<file path="src/rtl/rs485_dir_pkg.sv">
package rs485_dir_pkg;
  typedef enum logic [1:0] {
    DIR_IDLE   = 2'd0,
    DIR_SETUP  = 2'd1,
    DIR_ACTIVE = 2'd2,
    DIR_HOLD   = 2'd3
  } dir_state_e;
endpackage

</file>
<file path="src/rtl/rs485_bit_timer.sv">
module rs485_bit_timer #(
  parameter int unsigned W = 4
) (
  input  logic         clk_i,
  input  logic         rst_ni,
  input  logic         load_i,
  input  logic [W-1:0] load_val_i,
  input  logic         tick_i,
  output logic         expire_o
);
  localparam logic [W-1:0] ONE = W'(1);

  logic [W-1:0] cnt_q;

  always_ff @(posedge clk_i or negedge rst_ni) begin
    if (!rst_ni)                      cnt_q <= '0;
    else if (load_i)                  cnt_q <= load_val_i;
    else if (tick_i && cnt_q != '0)   cnt_q <= cnt_q - ONE;
  end

  assign expire_o = tick_i && !load_i && (cnt_q == ONE);
endmodule

</file>
<file path="src/rtl/rs485_dir_fsm.sv">
module rs485_dir_fsm
  import rs485_dir_pkg::*;
#(
  parameter int unsigned W = 4
) (
  input  logic         clk_i,
  input  logic         rst_ni,
  input  logic         auto_en_i,
  input  logic         data_pend_i,
  input  logic         path_idle_i,
  input  logic [W-1:0] setup_i,
  input  logic [W-1:0] hold_i,
  input  logic         expire_i,
  output logic         load_o,
  output logic [W-1:0] load_val_o,
  output logic         dir_on_o,
  output logic         tx_go_o
);
  dir_state_e state_q, state_d;

  always_comb begin
    state_d    = state_q;
    load_o     = 1'b0;
    load_val_o = setup_i;
    unique case (state_q)
      DIR_IDLE: if (data_pend_i) begin
        if (setup_i == '0) state_d = DIR_ACTIVE;
        else begin
          state_d = DIR_SETUP;
          load_o  = 1'b1;
        end
      end
      DIR_SETUP: if (expire_i) state_d = DIR_ACTIVE;
      DIR_ACTIVE: if (path_idle_i) begin
        load_val_o = hold_i;
        if (hold_i == '0) state_d = DIR_IDLE;
        else begin
          state_d = DIR_HOLD;
          load_o  = 1'b1;
        end
      end
      DIR_HOLD: begin
        // new traffic wins over the final hold tick
        if (!path_idle_i)  state_d = DIR_ACTIVE;
        else if (expire_i) state_d = DIR_IDLE;
      end
      default: state_d = DIR_IDLE;
    endcase
    if (!auto_en_i) state_d = DIR_IDLE;
  end

  always_ff @(posedge clk_i or negedge rst_ni) begin
    if (!rst_ni) state_q <= DIR_IDLE;
    else         state_q <= state_d;
  end

  assign dir_on_o = (state_q != DIR_IDLE);
  assign tx_go_o  = !auto_en_i || (state_q == DIR_ACTIVE);
endmodule

</file>
<file path="src/rtl/rs485_addr_mark.sv">
module rs485_addr_mark (
  input  logic clk_i,
  input  logic rst_ni,
  input  logic mdrop_en_i,
  input  logic rearm_i,
  input  logic pop_i,
  input  logic path_idle_i,
  output logic parity_force_o,
  output logic parity_bit_o
);
  logic armed_q, en_q, mark;

  // first cycle of enable counts as armed
  assign mark = armed_q || !en_q;

  always_ff @(posedge clk_i or negedge rst_ni) begin
    if (!rst_ni) begin
      armed_q <= 1'b0;
      en_q    <= 1'b0;
    end else begin
      en_q    <= mdrop_en_i;
      armed_q <= mdrop_en_i && (rearm_i || path_idle_i || (mark && !pop_i));
    end
  end

  assign parity_force_o = mdrop_en_i;
  assign parity_bit_o   = mdrop_en_i && mark;
endmodule

</file>
<file path="src/rtl/rs485_dir_ctrl.sv">
module rs485_dir_ctrl #(
  parameter int unsigned DLY_W = 4
) (
  input  logic             clk_i,
  input  logic             rst_ni,
  input  logic             bit_tick_i,
  input  logic             auto_en_i,
  input  logic             dir_pol_i,
  input  logic [DLY_W-1:0] setup_bits_i,
  input  logic [DLY_W-1:0] hold_bits_i,
  input  logic             fifo_empty_i,
  input  logic             shift_busy_i,
  output logic             tx_go_o,
  output logic             dir_o,
  input  logic             mdrop_en_i,
  input  logic             rearm_i,
  input  logic             byte_pop_i,
  output logic             parity_force_o,
  output logic             parity_bit_o
);
  logic             path_idle, load, expire, dir_on;
  logic [DLY_W-1:0] load_val;

  assign path_idle = fifo_empty_i && !shift_busy_i;

  rs485_bit_timer #(.W(DLY_W)) u_timer (
    .clk_i      (clk_i),
    .rst_ni     (rst_ni),
    .load_i     (load),
    .load_val_i (load_val),
    .tick_i     (bit_tick_i),
    .expire_o   (expire)
  );

  rs485_dir_fsm #(.W(DLY_W)) u_fsm (
    .clk_i       (clk_i),
    .rst_ni      (rst_ni),
    .auto_en_i   (auto_en_i),
    .data_pend_i (!fifo_empty_i),
    .path_idle_i (path_idle),
    .setup_i     (setup_bits_i),
    .hold_i      (hold_bits_i),
    .expire_i    (expire),
    .load_o      (load),
    .load_val_o  (load_val),
    .dir_on_o    (dir_on),
    .tx_go_o     (tx_go_o)
  );

  rs485_addr_mark u_mark (
    .clk_i          (clk_i),
    .rst_ni         (rst_ni),
    .mdrop_en_i     (mdrop_en_i),
    .rearm_i        (rearm_i),
    .pop_i          (byte_pop_i),
    .path_idle_i    (path_idle),
    .parity_force_o (parity_force_o),
    .parity_bit_o   (parity_bit_o)
  );

  assign dir_o = dir_pol_i ? dir_on : !dir_on;
endmodule

</file>
<file path="config.mk">
export PLATFORM = sky130hd
export DESIGN_NAME = rs485_dir_ctrl
export DESIGN_NICKNAME = d
export VERILOG_FILES = /design/src/rtl/rs485_dir_pkg.sv /design/src/rtl/rs485_bit_timer.sv /design/src/rtl/rs485_dir_fsm.sv /design/src/rtl/rs485_addr_mark.sv /design/src/rtl/rs485_dir_ctrl.sv
export SDC_FILE = /design/constraint.sdc
export NUM_CORES = 1
export LEC_CHECK = 0
export BUFFER_PORTS_ARGS = -buffer_cell sky130_fd_sc_hd__buf_4
export CAP_MARGIN = 25
export CORE_UTILIZATION = 41
export CTS_BUF_LIST = sky130_fd_sc_hd__clkbuf_16
export DETAILED_ROUTE_END_ITERATION = 8
export GPL_ROUTABILITY_DRIVEN = 0
export PLACE_DENSITY_LB_ADDON = 0.3
export SLEW_MARGIN = 20
export SYNTH_ARGS = -nofsm -noshare
export SYNTH_HDL_FRONTEND = slang
export SYNTH_SLANG_ARGS = --single-unit
</file>
<file path="constraint.sdc">
create_clock -name clk_i -period 1.2 [get_ports clk_i]
set_input_delay 0.24 -clock clk_i [delete_from_list [all_inputs] [get_ports clk_i]]
set_output_delay 0.24 -clock clk_i [all_outputs]
set_load 0.01 [all_outputs]
</file>
==> results.sh <==
export IMPL_max_freq_mhz=701
export IMPL_cellPowerDensity_nw_per_um2=2450
export IMPL_hold_path_depth=1
export IMPL_setup_viol=8
export IMPL_place_ws_ps=-245
export IMPL_die_h_um=39.6
export IMPL_rsz0062_at_grt="yes"
export IMPL_wl_um=1950
export IMPL_drv_cap=0
export IMPL_syn_inst=59
export IMPL_endpoint_kind="output pin"
export IMPL_synthArstFlopShare_pct=100
export IMPL_grt_ovfl_total=0
export IMPL_root_buffer="clkbuf_16"
export IMPL_synth_yosys_warnings=0
export IMPL_start_util_pct=44.5
export IMPL_synth_edff_count=0
export IMPL_core_sq_um=1300
export IMPL_crit_chain="nor2_4, buf_6, xor2_1, buf_4"
export IMPL_start_kind="flip-flop"
export IMPL_netlist_top_cells_area="dfrtp_1, mux2i_1, ha_1"
export IMPL_ys_seq_area_share_pct=34.6
export IMPL_nNetsFinal=122
export IMPL_ff2ff_path_depth=4
export IMPL_setup_tns_ps=-1320
export IMPL_clockBufferDepth=2
export IMPL_hold_viol_final=0
export IMPL_synth_cell_types=29
export IMPL_leakagePower_nw=0.534
export IMPL_detailed_place_hpwl_um=1160
export IMPL_synth_common_cells="mux2i_1, dfrtp_1, nand2_1"
export IMPL_diodes=0
export IMPL_cts_sinks=8
export IMPL_die_x_um=39.6
export IMPL_port_buffer_count=21
export IMPL_area_delta_synth_final_pct=86.6
export IMPL_finalCritPeriodShare_pct=119
export IMPL_cts_tree="built"
export IMPL_skew_ps=2.74
export IMPL_crit_type="reg2out"
export IMPL_yosysMostFrequentCell="mux2i_1"
export IMPL_vias_per_cell=5.53
export IMPL_htree_levels=1
export IMPL_drive_above_1_share_pct=67.0
export IMPL_yosysTopAreaCell="dfrtp_1"
export IMPL_synthesis_area_sq_um=579
export IMPL_synth_nets=79
export IMPL_avgSynthCellArea_sq_um=9.82
export IMPL_post_route_min_period_ps=1430
export IMPL_grt_pass1_wl_um=2930
export IMPL_synth_flop_cell="dfrtp_1"
export IMPL_min_to="u_mark.en_q$_DFF_PN0_"
export IMPL_cts_buffers=3
export IMPL_clk_latency_ps=230
export IMPL_violations="negative setup slack"
export IMPL_r2r_start="u_timer.cnt_q[2]$_DFFE_PN0P_"
export IMPL_first_pass_iters=4
export IMPL_r2r_slack_ps=-200
export IMPL_synth_top_area_share_pct=34.6
export IMPL_first_global_vias=631
export IMPL_grt_max_degree=9
export IMPL_grtUsageTotal_pct=30.0
export IMPL_die_area_sq_um=1570
export IMPL_critPathRequiredTime_ps=960
export IMPL_crit_buf_inv=2
export IMPL_critical_path_max_stage_delay_ps=450
export IMPL_max_slew_margin_rel_pct=68.4
export IMPL_grt_antenna_before_repair=0
export IMPL_min_delay_start="mdrop_en_i"
export IMPL_critPathTopFamily="flip-flops"
export IMPL_peakVddDrop_v=0.00151
export IMPL_drtIter0Drc=11
export IMPL_r2r_end="u_timer.cnt_q[3]$_DFFE_PN0P_"
export IMPL_row_count=13
export IMPL_ant_nets=0
export IMPL_tightest_slew_ps=470
export IMPL_final_util_pct=83.1
export IMPL_drv_slew=0
export IMPL_status="finished, violations left"
export IMPL_ys_seq_elements=8
export IMPL_io_pins=22
export IMPL_path_clk_slew_ps=40
export IMPL_vias=636
export IMPL_cp_max_fo=5
export IMPL_cpMaxStageDelayCell="dfrtp_2"
export IMPL_hp_class="in2reg"
export IMPL_post_drt_wl_per_cell_um=16.9
export IMPL_worst_slack_ps=-226
export IMPL_arrival_ps=1190
export IMPL_drc=0
export IMPL_finalPower_mw=2.65
## worst register-to-register path: stages, from the launching register on
cell	delay (ps)
dfrtp_1	410
or4b_4	570
nor3_4	140
a21oi_2	60
mux2i_1	140
## flip-flops by register name, indices dropped and copies added, names as in the netlist
register and cells:
u_fsm.state_q 2, u_mark.armed_q 1, u_mark.en_q 1, u_timer.cnt_q 4
## where the power goes
group	leakage [nW]	internal, mW	switching, mW
clock network	0.0370	0.430	0.138
logic	0.403	0.876	0.671
registers	0.0942	0.389	0.144
## per-stage QoR
stage | instances | hold WS (ps) | cell area (sq um)
2_1_floorplan | 59 | -55.6 | 579
3_3_place_gp | 105 | 59.7 | 827
3_5_place_dp | 105 | 60.0 | 827
4_1_cts | 113 | 144 | 1040
5_1_grt | 115 | 146 | 1080
6_report | 115 | 145 | 1080
## final cells by class
| type | count | area (sq um) |
|---|---|---|
| fill | 68 | 220 |
| clock buffer | 3 | 75.1 |
| sequential | 8 | 203 |
| timing repair buffer | 40 | 322 |
| tap | 15 | 18.8 |
| inverter | 4 | 15.0 |
| multi-input combinational | 45 | 448 |
## cells by family after synthesis
kind of cell,after synthesis,synth area share [%]
flops,8,34.6
simple gates,19,18.8
compound gates,12,16.0
fa+ha+maj,2,4.32
mux,10,17.5
xor+xnor,2,3.02
buf+inv,6,5.83
## repair_timing
item | CTS | global route
hold endpoints to repair | 8 | 0
gates resized for setup | 24 | 7
hold buffers | 1 | 0
endpoints found under the setup margin | 9 | 9
setup buffers | 4 | 2
pin swaps | 7 | 4
## worst max path at each step
| stage | startpoint | endpoint | slack [ps] | cells after the start |
|---|---|---|---|---|
| 5_1_grt | u_fsm.state_q[0]$_DFFE_PN0P_ | dir_o | -280 | 4 |
| 3_3_place_gp | setup_bits_i[2] | u_timer.cnt_q[0]$_DFFE_PN0P_ | -200 | 4 |
| 6_report | u_fsm.state_q[0]$_DFFE_PN0P_ | dir_o | -230 | 4 |
| 4_1_cts | u_fsm.state_q[1]$_DFFE_PN0P_ | dir_o | -240 | 4 |
| 2_1_floorplan | u_fsm.state_q[0]$_DFFE_PN0P_ | u_timer.cnt_q[0]$_DFFE_PN0P_ | -90 | 5 |
| 3_5_place_dp | setup_bits_i[2] | u_timer.cnt_q[2]$_DFFE_PN0P_ | -250 | 4 |
## cells in the final DEF, fill, tap and decap left out, types with 2 or more instances in the layout
cell,n
buf_4,34
buf_6,5
clkbuf_16,3
dfrtp_1,6
dfrtp_2,2
ha_4,2
inv_1,2
inv_2,2
mux2i_1,8
nand2_1,6
nor2_2,2
## routing by layer
metal  track usage [%]  wire length, um  vias to the layer above
li1                  -                -                      293
met1              29.4              742                      310
met2              57.4             1080                       27
met3              6.25               77                        6
met4              15.5               51                        0
met5                 0                0                        -
No activity file was read; power rests on OpenSTA's default activity.
